### src/rtl/spl_pkg.sv
package spl_pkg;

    localparam int unsigned BYTE_W = 8;
    localparam int unsigned LEN_W  = 2 * BYTE_W;

    typedef enum logic [1:0] {
        DD_NONE    = 2'd0,
        DD_NORMAL  = 2'd1,
        DD_OVERRUN = 2'd2
    } dd_status_e;

    typedef struct packed {
        logic              fire;
        dd_status_e        status;
        logic [LEN_W-1:0]  len;
    } retire_t;

    // Closing a descriptor is clean when a successor exists or the packet ends here.
    function automatic dd_status_e close_status(input logic next_valid, input logic pkt_end);
        return (next_valid || pkt_end) ? DD_NORMAL : DD_OVERRUN;
    endfunction

endpackage

### src/rtl/len_extract.sv
module len_extract
    import spl_pkg::*;
#(
    parameter int unsigned OFS_W = 8
) (
    input  logic              clk,
    input  logic              rst,
    input  logic              clr,
    input  logic              acc,
    input  logic [BYTE_W-1:0] din,
    input  logic [OFS_W-1:0]  ofs,
    output logic [LEN_W:0]    cnt_inc,
    output logic              lo_f,
    output logic              hi_f,
    output logic              hi_now,
    output logic [LEN_W-1:0]  len_now,
    output logic [LEN_W-1:0]  len_q
);
    localparam int unsigned CW = LEN_W + 1;

    logic [LEN_W-1:0]  cnt_q;
    logic [BYTE_W-1:0] lo_byte_q;
    logic              lo_q, hi_q;
    logic [CW-1:0]     cnt_x, ofs_x;
    logic              lo_now;

    assign cnt_x   = CW'(cnt_q);
    assign ofs_x   = CW'(ofs);
    assign cnt_inc = cnt_x + CW'(1);

    // Position counter runs across packet boundaries; only a new descriptor resets it.
    assign lo_now  = acc && !lo_q && (cnt_x == ofs_x);
    assign hi_now  = acc && lo_q && !hi_q && (cnt_x == ofs_x + CW'(1));
    assign len_now = {din, lo_byte_q};

    always_ff @(posedge clk) begin
        if (rst || clr) begin
            cnt_q     <= '0;
            lo_byte_q <= '0;
            lo_q      <= 1'b0;
            hi_q      <= 1'b0;
            len_q     <= '0;
        end else if (acc) begin
            cnt_q <= cnt_q + LEN_W'(1);
            if (lo_now) begin
                lo_byte_q <= din;
                lo_q      <= 1'b1;
            end
            if (hi_now) begin
                len_q <= len_now;
                hi_q  <= 1'b1;
            end
        end
    end

    assign lo_f = lo_q;
    assign hi_f = hi_q;

    p_hi_needs_lo_r4: assert property (@(posedge clk) disable iff (rst)
        hi_q |-> lo_q)
        else $error("high length flag without low flag");

    p_lo_at_offset_r4: assert property (@(posedge clk) disable iff (rst)
        $rose(lo_q) |-> (cnt_x == ofs_x + CW'(1)))
        else $error("low length byte taken at wrong position");

    p_cnt_holds_r5: assert property (@(posedge clk) disable iff (rst)
        (!acc && !clr) |=> $stable(cnt_q))
        else $error("position counter moved without a byte");

endmodule

### src/rtl/desc_ctrl.sv
module desc_ctrl
    import spl_pkg::*;
#(
    parameter int unsigned ADDR_W = 16
) (
    input  logic              clk,
    input  logic              rst,
    input  logic              dd_load,
    input  logic [ADDR_W-1:0] dd_addr,
    input  logic              dd_nv,
    input  logic [ADDR_W-1:0] nx_addr,
    input  logic              nx_nv,
    input  logic              in_valid,
    input  logic              in_last,
    input  logic [LEN_W:0]    cnt_inc,
    input  logic              hi_f,
    input  logic [LEN_W-1:0]  len_q,
    input  logic              hi_now,
    input  logic [LEN_W-1:0]  len_now,
    output logic              active,
    output logic              dma_en,
    output logic              acc,
    output logic              clr,
    output logic [ADDR_W-1:0] cur_addr,
    output retire_t           ret
);
    localparam int unsigned CW = LEN_W + 1;

    logic              active_q, dma_en_q, nv_q;
    logic [ADDR_W-1:0] addr_q;
    logic              load, reach_old, reach_new, done;
    dd_status_e        st_now;
    logic [LEN_W-1:0]  done_len;

    assign load      = dd_load && !active_q;
    assign acc       = in_valid && active_q;
    assign reach_old = hi_f && (cnt_inc >= CW'(len_q));
    assign reach_new = hi_now && (CW'(len_now) <= cnt_inc);
    assign done      = acc && (reach_old || reach_new);
    assign done_len  = hi_now ? len_now : len_q;
    assign st_now    = close_status(nv_q, in_last);
    assign clr       = done || load;

    always_ff @(posedge clk) begin
        if (rst) begin
            active_q <= 1'b0;
            dma_en_q <= 1'b0;
            nv_q     <= 1'b0;
            addr_q   <= '0;
            ret      <= '{fire: 1'b0, status: DD_NONE, len: '0};
        end else begin
            ret <= '{fire: done, status: done ? st_now : DD_NONE, len: done ? done_len : '0};
            if (load) begin
                active_q <= 1'b1;
                dma_en_q <= 1'b1;
                nv_q     <= dd_nv;
                addr_q   <= dd_addr;
            end else if (done) begin
                if (nv_q) begin
                    addr_q <= nx_addr;
                    nv_q   <= nx_nv;
                end else begin
                    active_q <= 1'b0;
                    if (st_now == DD_OVERRUN) dma_en_q <= 1'b0;
                end
            end else if (acc) begin
                addr_q <= addr_q + ADDR_W'(1);
            end
        end
    end

    assign active   = active_q;
    assign dma_en   = dma_en_q;
    assign cur_addr = addr_q;

    p_overrun_stops_r10: assert property (@(posedge clk) disable iff (rst)
        (ret.fire && ret.status == DD_OVERRUN) |-> (!dma_en_q && !active_q))
        else $error("overrun retirement left the endpoint running");

    p_en_falls_on_overrun_r10: assert property (@(posedge clk) disable iff (rst)
        $fell(dma_en_q) |-> (ret.fire && ret.status == DD_OVERRUN))
        else $error("DMA enable dropped without an overrun");

    p_status_on_fire_r6: assert property (@(posedge clk) disable iff (rst)
        ret.fire |-> (ret.status != DD_NONE))
        else $error("retirement without a status");

    p_chain_no_stall_r8: assert property (@(posedge clk) disable iff (rst)
        (done && nv_q) |=> active_q)
        else $error("chained descriptor dropped the input");

endmodule

### src/rtl/wr_port.sv
module wr_port
    import spl_pkg::*;
#(
    parameter int unsigned ADDR_W = 16
) (
    input  logic              clk,
    input  logic              rst,
    input  logic              acc,
    input  logic [ADDR_W-1:0] addr,
    input  logic [BYTE_W-1:0] din,
    output logic              we,
    output logic [ADDR_W-1:0] wa,
    output logic [BYTE_W-1:0] wd
);
    always_ff @(posedge clk) begin
        if (rst) begin
            we <= 1'b0;
            wa <= '0;
            wd <= '0;
        end else begin
            we <= acc;
            wa <= acc ? addr : '0;
            wd <= acc ? din : '0;
        end
    end
endmodule

### src/rtl/concat_len_splitter.sv
module concat_len_splitter
    import spl_pkg::*;
#(
    parameter int unsigned ADDR_W = 16,
    parameter int unsigned OFS_W  = 8
) (
    input  logic              clk,
    input  logic              rst,
    input  logic [OFS_W-1:0]  cfg_len_ofs,
    input  logic              dd_load,
    input  logic [ADDR_W-1:0] dd_addr,
    input  logic              dd_next_valid,
    input  logic [ADDR_W-1:0] nx_addr,
    input  logic              nx_next_valid,
    input  logic              in_valid,
    input  logic [7:0]        in_data,
    input  logic              in_last,
    output logic              in_ready,
    output logic              mem_we,
    output logic [ADDR_W-1:0] mem_addr,
    output logic [7:0]        mem_wdata,
    output logic [15:0]       dd_len,
    output logic              len_lo_done,
    output logic              len_hi_done,
    output logic              dma_enable,
    output logic              retire,
    output logic [1:0]        retire_status,
    output logic [15:0]       retire_len
);
    logic              acc, clr, hi_f, hi_now, active;
    logic [LEN_W:0]    cnt_inc;
    logic [LEN_W-1:0]  len_q, len_now;
    logic [ADDR_W-1:0] cur_addr;
    retire_t           ret;

    len_extract #(.OFS_W(OFS_W)) u_len (
        .clk     (clk),
        .rst     (rst),
        .clr     (clr),
        .acc     (acc),
        .din     (in_data),
        .ofs     (cfg_len_ofs),
        .cnt_inc (cnt_inc),
        .lo_f    (len_lo_done),
        .hi_f    (hi_f),
        .hi_now  (hi_now),
        .len_now (len_now),
        .len_q   (len_q)
    );

    desc_ctrl #(.ADDR_W(ADDR_W)) u_desc (
        .clk      (clk),
        .rst      (rst),
        .dd_load  (dd_load),
        .dd_addr  (dd_addr),
        .dd_nv    (dd_next_valid),
        .nx_addr  (nx_addr),
        .nx_nv    (nx_next_valid),
        .in_valid (in_valid),
        .in_last  (in_last),
        .cnt_inc  (cnt_inc),
        .hi_f     (hi_f),
        .len_q    (len_q),
        .hi_now   (hi_now),
        .len_now  (len_now),
        .active   (active),
        .dma_en   (dma_enable),
        .acc      (acc),
        .clr      (clr),
        .cur_addr (cur_addr),
        .ret      (ret)
    );

    wr_port #(.ADDR_W(ADDR_W)) u_wr (
        .clk  (clk),
        .rst  (rst),
        .acc  (acc),
        .addr (cur_addr),
        .din  (in_data),
        .we   (mem_we),
        .wa   (mem_addr),
        .wd   (mem_wdata)
    );

    assign in_ready      = active;
    assign len_hi_done   = hi_f;
    assign dd_len        = len_q;
    assign retire        = ret.fire;
    assign retire_status = ret.status;
    assign retire_len    = ret.len;

    p_addr_step_r3: assert property (@(posedge clk) disable iff (rst)
        (mem_we && $past(mem_we) && !$past(retire)) |-> (mem_addr == $past(mem_addr) + ADDR_W'(1)))
        else $error("write address did not advance by one");

    p_retire_with_write_r6: assert property (@(posedge clk) disable iff (rst)
        retire |-> mem_we)
        else $error("retirement without the final write");

endmodule

### config.mk
export PLATFORM = sky130hd
export DESIGN_NAME = concat_len_splitter
export DESIGN_NICKNAME = d
export VERILOG_FILES = /design/src/rtl/spl_pkg.sv /design/src/rtl/len_extract.sv /design/src/rtl/desc_ctrl.sv /design/src/rtl/wr_port.sv /design/src/rtl/concat_len_splitter.sv
export SDC_FILE = /design/constraint.sdc
export NUM_CORES = 1
export LEC_CHECK = 0
export ABC_AREA = 1
export BUFFER_PORTS_ARGS = -buffer_cell sky130_fd_sc_hd__buf_2
export CORE_ASPECT_RATIO = 1.5
export CORE_UTILIZATION = 40
export DETAILED_ROUTE_END_ITERATION = 12
export SETUP_SLACK_MARGIN = 0.05
export SYNTH_ARGS = -nofsm -noshare
export SYNTH_HDL_FRONTEND = slang
export SYNTH_SLANG_ARGS = --single-unit
### constraint.sdc
create_clock -name clk -period 2.7 [get_ports clk]
set_input_delay 0.54 -clock clk [delete_from_list [all_inputs] [get_ports clk]]
set_output_delay 0.54 -clock clk [all_outputs]
set_load 0.02 [all_outputs]
; Yosys cells after proc, flatten, opt, wreduce, memory -nomap -nowiden
; Cells that the tools add are included.
[word_totals]
elab_cells = 71
input_bits = 55
reg_bits = 105
[classes]
n_reduce_logical = 27
muxes = 16
n_lt_le_gt_ge = 2
bitwise_logic = 2
n_eq_ne = 5
addsub = 4
[op_table]
columns = operator, n
row1 = $mux W16, 5
row2 = $add A16 B1 Y16 const B, 2
row3 = $add A16 B1 Y17 const B, 1
row4 = $eq A16 B17 Y1, 1
row5 = $ge A17 B16 Y1, 1
row6 = $le A16 B17 Y1, 1
row7 = $eq A16 B8 Y1, 1
row8 = $logic_and A1 B1 Y1, 10
row9 = $mux W1, 10
row10 = $add A8 B1 Y9 const B, 1
row11 = $reduce_and A2 Y1, 4
row12 = $logic_or A1 B1 Y1, 4
row13 = $reduce_bool A2 Y1, 2
row14 = $reduce_or A2 Y1, 2
row15 = $logic_not A1 Y1, 3
row16 = $ne A3 B1 Y1 const B, 1
row17 = $reduce_and A3 Y1, 1
row18 = $reduce_bool A3 Y1, 1
row19 = $eq A2 B2 Y1 const B, 1
row20 = $mux W2, 1
row21 = $ne A2 B2 Y1 const B, 1
row22 = $not A1 Y1, 2

; Longest topological paths before layout
; Gate-level depths: netlist of the first run.
[depth]
word_depth = 9
mapped_depth = 25

; Hierarchy
; Synthesis of the first run repeated with hierarchy kept, for this count alone.
[hier_totals]
cells_unflattened = 998
area_unflattened_um2 = 6482.5
[by_module_without_submodules]
columns = mod, area_per_inst_um2, cells_per_inst, seq_area_each_um2, n_inst
row1 = desc_ctrl, 3145.5, 491, 760.7, 1
row2 = len_extract, 2612.5, 429, 840.8, 1
row3 = wr_port, 724.4, 78, 500.5, 1

; Worst setup path before layout of the first run
; OpenSTA, ideal clock, no wires.
[synth_path]
path_kind = flip-flop to flip-flop
startpoint = reg u_len.cnt_q[2]
endpoint = reg u_desc.addr_q[13] (netlist: u_desc.cur_addr[13])
required_ns = 2.586
stages_incl_launch_ff = 23
n_path_buf = 1
setup_ns = 0.114
slack_ns = -0.261
t_arrival_ns = 2.847
path_cell_list = dfxtp_1 nand2_1 nor2_1 nand3_1 nor4_1 nand3_1 xor2_1 inv_1 ha_1 nand4_1 nor2_1 nand3_1 nand2_1 inv_1 nand2_1 nand2_2 nand2_8 nand3_4 nand2_4 buf_6 nand2_1 nand2_1 nor2_1
[synth_via]
elab_chain_cells = 7
[synth_lines]
columns = element, line
row1 = from (decl), len_extract.sv:21  ; logic [LEN_W-1:0] cnt_q;
row2 = from (signal assigned), len_extract.sv:44  ; cnt_q <= cnt_q + LEN_W'(1);
row3 = $add A16 B1 Y17 (*), len_extract.sv:29  ; assign cnt_inc = cnt_x + CW'(1);
row4 = via cnt_inc[15], concat_len_splitter.sv:31  ; logic [LEN_W:0] cnt_inc;
row5 = $ge A17 B16 Y1 or $le A16 B17 Y1 (tied branches), "desc_ctrl.sv:37, desc_ctrl.sv:38"
row6 = $logic_and A1 B1 Y1 (on tied branches), "desc_ctrl.sv:37, desc_ctrl.sv:38"
row7 = $logic_or A1 B1 Y1 (*), desc_ctrl.sv:39  ; assign done = acc && (reach_old || reach_new);
row8 = $logic_and A1 B1 Y1 (*), desc_ctrl.sv:39
row9 = $ne A3 B1 Y1 (no source line) (tied with other cells), -
row10 = $reduce_and A2 Y1 (no source line) or $mux W16 (tied branches), -
row11 = to (signal assigned), desc_ctrl.sv:57  ; addr_q <= dd_addr;
row12 = to (signal assigned), desc_ctrl.sv:60  ; addr_q <= nx_addr;
row13 = to (signal assigned), desc_ctrl.sv:67  ; addr_q <= addr_q + ADDR_W'(1);
row14 = to (decl), desc_ctrl.sv:30  ; logic [ADDR_W-1:0] addr_q;
; Mark *: on every way through the listed nets, which the timed path passes. The rest lies on a longest branch.
; A chain may end at the register's enable or synchronous reset.

; Final worst setup path of the first run
[layout_path]
startpoint = reg u_len.cnt_q[1]
endpoint = reg u_len.cnt_q[1]
[layout_via]
elab_chain_cells = 7
[layout_lines]
columns = element, line
row1 = $add A16 B1 Y17 (*), len_extract.sv:29
row2 = via cnt_inc[11], concat_len_splitter.sv:31
row3 = $ge A17 B16 Y1 or $le A16 B17 Y1 (tied branches), "desc_ctrl.sv:37, desc_ctrl.sv:38"
row4 = $logic_and A1 B1 Y1 (on tied branches), "desc_ctrl.sv:37, desc_ctrl.sv:38"
row5 = $logic_or A1 B1 Y1 (*), desc_ctrl.sv:39
row6 = $logic_and A1 B1 Y1 (*), desc_ctrl.sv:39
row7 = $logic_or A1 B1 Y1 (*), desc_ctrl.sv:42  ; assign clr = done || load;
row8 = $logic_or A1 B1 Y1 (*), len_extract.sv:37  ; if (rst || clr) begin
; Marks and branches as above.

==> metrics.cfg, run 1 <==
[hold_path]
holdCritPathClass=input port to flip-flop

[job]
cap_violations=0

[drt]
wirelength_um=17840
wl_met1_um=7115
vias=5865
via_per_inst=4.780
met3_length_um=706
post-route-drc-count=0
met2_wirelength_um=9402
top_layer_used=met4
ant_nets=0
drt_first_pass_iters=4
wl_per_cell_um=14.54
drtIter0Drc=237

[clocking]
path_clk_slew_ns=0.07
cts_sinks=105
cts_buffers=9
root_buffer=clkbuf_16
cts_tree=yes
clock_latency_ns=0.35
h-tree-depth=3
cts_max_path_buffers=2

[finish]
layout-drive-gt1-share=0.3453
nFillCells=1380
final_util=0.5590
final_common_cell=nand2_1
area_growth_syn_to_layout_pct=37.06
antennaDiodeCount=0
final_net_count=1108
layout_common_cells=175 x nand2_1, 119 x buf_2, 110 x inv_1

[floorplanning]
die_area_um2=15310
core_area_um2=14530
rows=54
die_w_um=101.4
initial_core_util=0.4078
fp.dieH_um=151.1
boundaryPins=119

[synthesis]
synth_fp_nets=907
synth_cell_types=43
synth_seq_area_share=0.3548
syn_avg_cell_area_um2=7.181
netlist_area_um2=5924
synth_seq_cells=105
syn_inst=825
yosysWarnings=0

[power]
leakage_nw=3.887
p_sw_mw=1.045
p_comb_frac=0.179
seqPwrFrac=0.457
p_int_mw=2.498
clockPowerShare=0.364
power_density_nw_per_um2=436.2
swShare=0.2949
ir_drop_mv=0.3195

[worst_setup_path]
crit_required_ns=2.96
cp-startpoint=u_len.cnt_q[1]
worstSetupPathType=flip-flop to flip-flop
r2r_start=u_len.cnt_q[1]
ff2ff_setup_slack_ns=-0.31
timing.rr.end=u_len.cnt_q[1]
critPathMaxFanout=19
crit_path_end=u_len.cnt_q[1]
reg2regPathDepth=18
critPathCaptureType=flip-flop
start_kind=flip-flop
crit_arrival_ns=3.27

[outcome]
status=finished with violations
failed_checks=setup timing

[sta]
clock_skew_ns=0.01089
period_share=1.114
hold_ws_ns=0.4427
fin_setup_tns_ns=-18.40
period_minus_slack_ns=3.007
setup_slack_ns=-0.3066
worstMarginPinSlew_ns=0.5491
slew_headroom=0.6339
fmaxAchievable_ghz=0.3326
hold_violations=0
setup_viol=79
rsz0062_at_grt=yes
slew_viol_final=0

[grt]
grt_pass1_vias=5760
antenna_found_initial=0
grt_overflow=0
grt_usage=0.2404
grt_pass1_wl_um=28100
grt_max_degree=38

[placement]
gp_congestion=0.8660
hpwl_um=13690
numPortBuffers=118

## logic make-up (layout without fill, tap and decap cells)
| kind of cell | Yosys count | in the layout | synth area share |
|---|---|---|---|
| and+or+nand+nor | 430 | 430 | 0.3330 |
| buffers and inverters | 143 | 349 | 0.1003 |
| DFF | 105 | 105 | 0.3548 |
| AOI/OAI and AO/OA | 83 | 83 | 0.09990 |
| xor gates and xnor gates | 36 | 36 | 0.05322 |
| adders and majority gates | 27 | 27 | 0.05702 |
| muxes | 1 | 1 | 0.001690 |
## final cells by class
class / count / area (µm²) / area share
clock inverters: 6 / 61.31 / 0.007550
clock buffers: 10 / 229.0 / 0.02820
well taps: 196 / 245.2 / 0.03020
multi-input cells: 577 / 3553 / 0.4376
repair buffers: 216 / 1474 / 0.1815
flip-flops and latches: 105 / 2116 / 0.2606
inverters: 117 / 441.7 / 0.05439
## power groups by stage
stage | registers (mW) | logic (mW) | clock network (mW)
6_report | 1.62 | 0.634 | 1.29
2_1_floorplan | 1.67 | 0.364 | 0
3_3_place_gp | 1.65 | 0.590 | 0
5_1_grt | 1.63 | 0.705 | 1.38
4_1_cts | 1.62 | 0.616 | 1.32
3_5_place_dp | 1.66 | 0.592 | 0
## how the worst min path moves through the flow
stage,endpoint,depth (start not counted),slack [ns],from
6_report,u_desc.active,2,0.44,rst
5_1_grt,u_desc.active,2,0.44,rst
4_1_cts,u_desc.active,2,0.44,rst
3_5_place_dp,u_wr.wa[15],2,0.46,u_desc.cur_addr[15]
3_3_place_gp,u_wr.wa[15],2,0.46,u_desc.cur_addr[15]
2_1_floorplan,u_wr.wa[15],2,0.44,u_desc.cur_addr[15]
## routing by layer
layer / vias up / GRT usage
li1: 3011 / -
met1: 2677 / 0.2643
met2: 146 / 0.4480
met3: 31 / 0.03646
met4: 0 / 0.1080
met5: - / 0
## Yosys cell counts
master,n,area share
nor4b_1,1,0.0015
nor2_2,15,0.016
buf_1,2,0.0013
nand4_1,12,0.013
nand2_2,11,0.012
a211oi_2,19,0.040
o21ai_4,1,0.0027
xnor2_1,9,0.013
ha_1,27,0.057
clkinv_1,1,0.00063
a21oi_1,30,0.025
a211oi_1,3,0.0038
nand2_8,2,0.0068
nor3_2,1,0.0017
or2_2,3,0.0032
nand3b_1,2,0.0025
xor2_1,27,0.040
buf_2,7,0.0059
a31oi_1,3,0.0032
o221ai_1,1,0.0015
inv_2,4,0.0025
nand2_4,3,0.0057
buf_6,6,0.011
clkbuf_1,10,0.0063
mux2i_1,1,0.0017
o21ai_0,22,0.019
nor2_1,112,0.071
and3_1,2,0.0021
nand2_1,181,0.11
o21ai_1,1,0.00084
a21boi_0,1,0.0013
nand3_1,61,0.052
nand3_2,1,0.0017
nor3_1,9,0.0076
o21bai_1,1,0.0013
buf_4,1,0.0013
dfxtp_1,105,0.35
nor2_4,5,0.0095
nor4_1,6,0.0063
inv_1,112,0.071
nand3_4,2,0.0059
nor3b_1,1,0.0013
a22oi_1,1,0.0013
## state kept, by name (all words and copies together), names as in the netlist
name / count
u_wr.wd: 8
u_desc.ret: 19
u_desc.cur_addr: 16
u_wr.wa: 16
u_len.len_q: 16
u_desc.nv_q: 1
u_desc.active: 1
u_len.lo_f: 1
u_wr.we: 1
u_len.hi_f: 1
u_desc.dma_en: 1
u_len.lo_byte_q: 8
u_len.cnt_q: 16
## worst max-delay path, cell delays in order (launching register included)
cell and delay [ns]:
dfxtp_4 0.38, nand2_4 0.07, nor2_4 0.13, nand3_4 0.12
nor4_4 0.23, nor2_2 0.12, ha_1 0.29, nand3_1 0.16
inv_1 0.06, a21oi_1 0.35, nand2_1 0.09, nand2_1 0.07
nand2_1 0.06, nand2_2 0.10, nand2_8 0.08, nand2_8 0.09
nand3_4 0.14, buf_12 0.20, a211oi_2 0.16
## what timing repair did
action	CTS	global route
resized for setup	36	14
setup endpoints to repair	80	80
setup buffers	3	1
hold buffers	0	0
gates cloned	1	3
pin swaps	15	4
## stage by stage
step                cells  total power, mW  setup slack [ns]  area (µm²)
floorplan             825            2.031           -0.1320        6073
global placement     1203            2.245           -0.3963        7516
detailed placement   1203            2.249           -0.4128        7516
CTS                  1223            3.556           -0.2444        8003
global route         1227            3.707           -0.5137        8120
finish               1227            3.542           -0.3066        8120
Note: power is estimated with default switching activity, not from simulation.
==> run 2, diff against run 1 <==
- SKIP_CTS_REPAIR_TIMING: unset -> 1
==> run 2 against run 1 <==
Against the previous run: critical path type unchanged; worst hold slack better by 0.0058 ns; highest routed layer unchanged; clock power hardly changed; sequential share of layout area is 0.22 points lower; final area is 0.72% higher; largest power group unchanged; total power is 0.39% higher; non-clock buffer count is 1 lower; clock skew is 0.0022 ns higher; the run still ends with setup timing left; sequential power hardly changed; final cell count stayed put.
==> metrics.cfg, run 2 (synthesis results as in run 1) <==
[outcome]
status=finished with violations  ; unchanged
failed_checks=setup timing  ; unchanged

[grt]
grt_pass1_wl_um=27570  ; was 28100 µm
grt_overflow=0  ; unchanged
grt_pass1_vias=5598  ; was 5760
grt_max_degree=38  ; unchanged
antenna_found_initial=0  ; unchanged
grt_usage=0.2361  ; was 0.2404

[sta]
setup_slack_ns=-0.2813  ; was -0.3066 ns
worstMarginPinSlew_ns=0.7371  ; was 0.5491 ns
slew_viol_final=0  ; unchanged
fmaxAchievable_ghz=0.3354  ; was 0.3326 GHz
period_share=1.104  ; was 1.114
period_minus_slack_ns=2.981  ; was 3.007 ns
setup_viol=80  ; was 79
slew_headroom=0.5074  ; was 0.6339
rsz0062_at_grt=yes  ; unchanged
hold_violations=0  ; unchanged
fin_setup_tns_ns=-15.78  ; was -18.40 ns
hold_ws_ns=0.4485  ; was 0.4427 ns
clock_skew_ns=0.01307  ; was 0.01089 ns

[drt]
drt_first_pass_iters=5  ; was 4
wl_per_cell_um=14.65  ; was 14.54 µm
drtIter0Drc=246  ; was 237
top_layer_used=met4  ; unchanged
wl_met1_um=7167  ; was 7115 µm
post-route-drc-count=0  ; unchanged
met3_length_um=700  ; was 706 µm
met2_wirelength_um=9534  ; was 9402 µm
vias=5818  ; was 5865
wirelength_um=17980  ; was 17840 µm
ant_nets=0  ; unchanged
via_per_inst=4.742  ; was 4.780

[finish]
regArea_um2=2113  ; was 2116 µm²
area_growth_syn_to_layout_pct=38.06  ; was 37.06%
largest_reg_flops=19  ; unchanged
antennaDiodeCount=0  ; unchanged
layout-drive-gt1-share=0.3482  ; was 0.3453
regMostFlops=u_desc.ret  ; unchanged
final_common_cell=nand2_1  ; unchanged
nFillCells=1374  ; was 1380
final_util=0.5630  ; was 0.5590
multi_input_area_um2=3605  ; was 3553 µm²
final_net_count=1108  ; unchanged
layout_common_cells=176 x nand2_1, 118 x buf_2, 111 x inv_1  ; was 175 x nand2_1, 119 x buf_2, 110 x inv_1
final_cell_count_no_fill=1227  ; unchanged
stdcell_area_um2=8179  ; was 8120 µm²

[floorplanning]
core_area_um2=14530  ; unchanged
boundaryPins=119  ; unchanged
initial_core_util=0.4078  ; unchanged
die_w_um=101.4  ; unchanged
rows=54  ; unchanged
die_area_um2=15310  ; unchanged
fp.dieH_um=151.1  ; unchanged

[hold_path]
hold_end=u_desc.active  ; unchanged
holdCritPathClass=input port to flip-flop  ; unchanged
worstHoldStart=rst  ; unchanged
hold_depth=2  ; unchanged

[clocking]
cts_tree=yes  ; unchanged
clock_latency_ns=0.35  ; about the same
cts_max_path_buffers=2  ; unchanged
cts_buffers=9  ; unchanged
path_clk_slew_ns=0.07  ; about the same
root_buffer=clkbuf_16  ; unchanged
h-tree-depth=3  ; unchanged
cts_sinks=105  ; unchanged

[power]
power_mw=3.556  ; was 3.542 mW
leakage_nw=3.904  ; was 3.887 nW
seqPwrFrac=0.456  ; was 0.457
p_int_mw=2.499  ; was 2.498 mW
p_sw_mw=1.057  ; was 1.045 mW
power_density_nw_per_um2=434.8  ; was 436.2 nW/µm²
clockPowerShare=0.363  ; was 0.364
ir_drop_mv=0.3172  ; was 0.3195 mV
swShare=0.2972  ; was 0.2949
p_comb_frac=0.181  ; was 0.179

[worst_setup_path]
ff2ff_setup_slack_ns=-0.28  ; was -0.31 ns
critPathMaxFanout=5  ; was 19
start_kind=flip-flop  ; unchanged
timing.rr.end=u_desc.cur_addr[7]  ; was u_len.cnt_q[1]
reg2regPathDepth=24  ; was 18
r2r_start=u_len.cnt_q[1]  ; unchanged
worstSetupPathType=flip-flop to flip-flop  ; unchanged
crit_required_ns=2.94  ; was 2.96 ns
critPathCaptureType=flip-flop  ; unchanged
crit_arrival_ns=3.22  ; was 3.27 ns

[placement]
dp_cells=1203  ; unchanged
gp_congestion=0.8660  ; unchanged
hpwl_um=13690  ; unchanged
dp_slack_ns=-0.4128  ; unchanged
post_dp_cell_area_um2=7516  ; unchanged
numPortBuffers=118  ; unchanged

[job]
cap_violations=0  ; unchanged

-- run 2: how the worst max path moves through the flow --
stage	from	to	cells past startpoint
2_1_floorplan	u_len.cnt_q[4]	u_desc.cur_addr[10]	23
3_3_place_gp	u_len.cnt_q[4]	u_desc.cur_addr[3]	19
3_5_place_dp	u_len.cnt_q[1]	u_desc.cur_addr[3]	23
4_1_cts	u_len.cnt_q[1]	u_desc.cur_addr[3]	20
5_1_grt	u_len.cnt_q[1]	u_desc.cur_addr[7]	24
6_report	u_len.cnt_q[1]	u_desc.cur_addr[7]	24
-- run 2: area by class of cell --
cell class,count,area share
timing repair buffer,215,0.1811
inverter,117,0.05431
clock buffer,10,0.02799
clock inverter,6,0.007496
tap,196,0.02998
sequential,105,0.2584
multi-input combinational,578,0.4407
-- run 2: routing by layer --
| metal | vias up | global-route usage |
|---|---|---|
| met3 | 27 | 0.03599 |
| li1 | 3011 | - |
| met4 | 0 | 0.09783 |
| met2 | 146 | 0.4395 |
| met1 | 2634 | 0.2630 |
| met5 | - | 0 |
-- run 2: worst max-delay path, stage by stage, from the launching register on --
cell     delay [ns]
dfxtp_4        0.39
nand2_4        0.06
nor2_4         0.11
nand3_4        0.11
nor4_4         0.23
nand3_2        0.14
xor2_2         0.17
ha_1           0.28
inv_1          0.04
nor2_2         0.07
nand2_1        0.06
inv_2          0.08
nand2_4        0.06
nor2_4         0.10
nand2_1        0.07
nand3_2        0.07
nand2_2        0.06
nand2_4        0.08
nand2_8        0.08
nand3_4        0.09
buf_12         0.14
buf_12         0.12
nand3_4        0.06
a21oi_2        0.14
nor2_1         0.06
-- run 2: power groups by stage --
stage | registers (mW) | logic [mW] | clock network (mW)
final | 1.62 | 0.645 | 1.29
after global routing | 1.63 | 0.717 | 1.38
after CTS | 1.62 | 0.595 | 1.32
after detailed placement | 1.66 | 0.592 | 0
after global placement | 1.65 | 0.590 | 0
after floorplan | 1.67 | 0.364 | 0
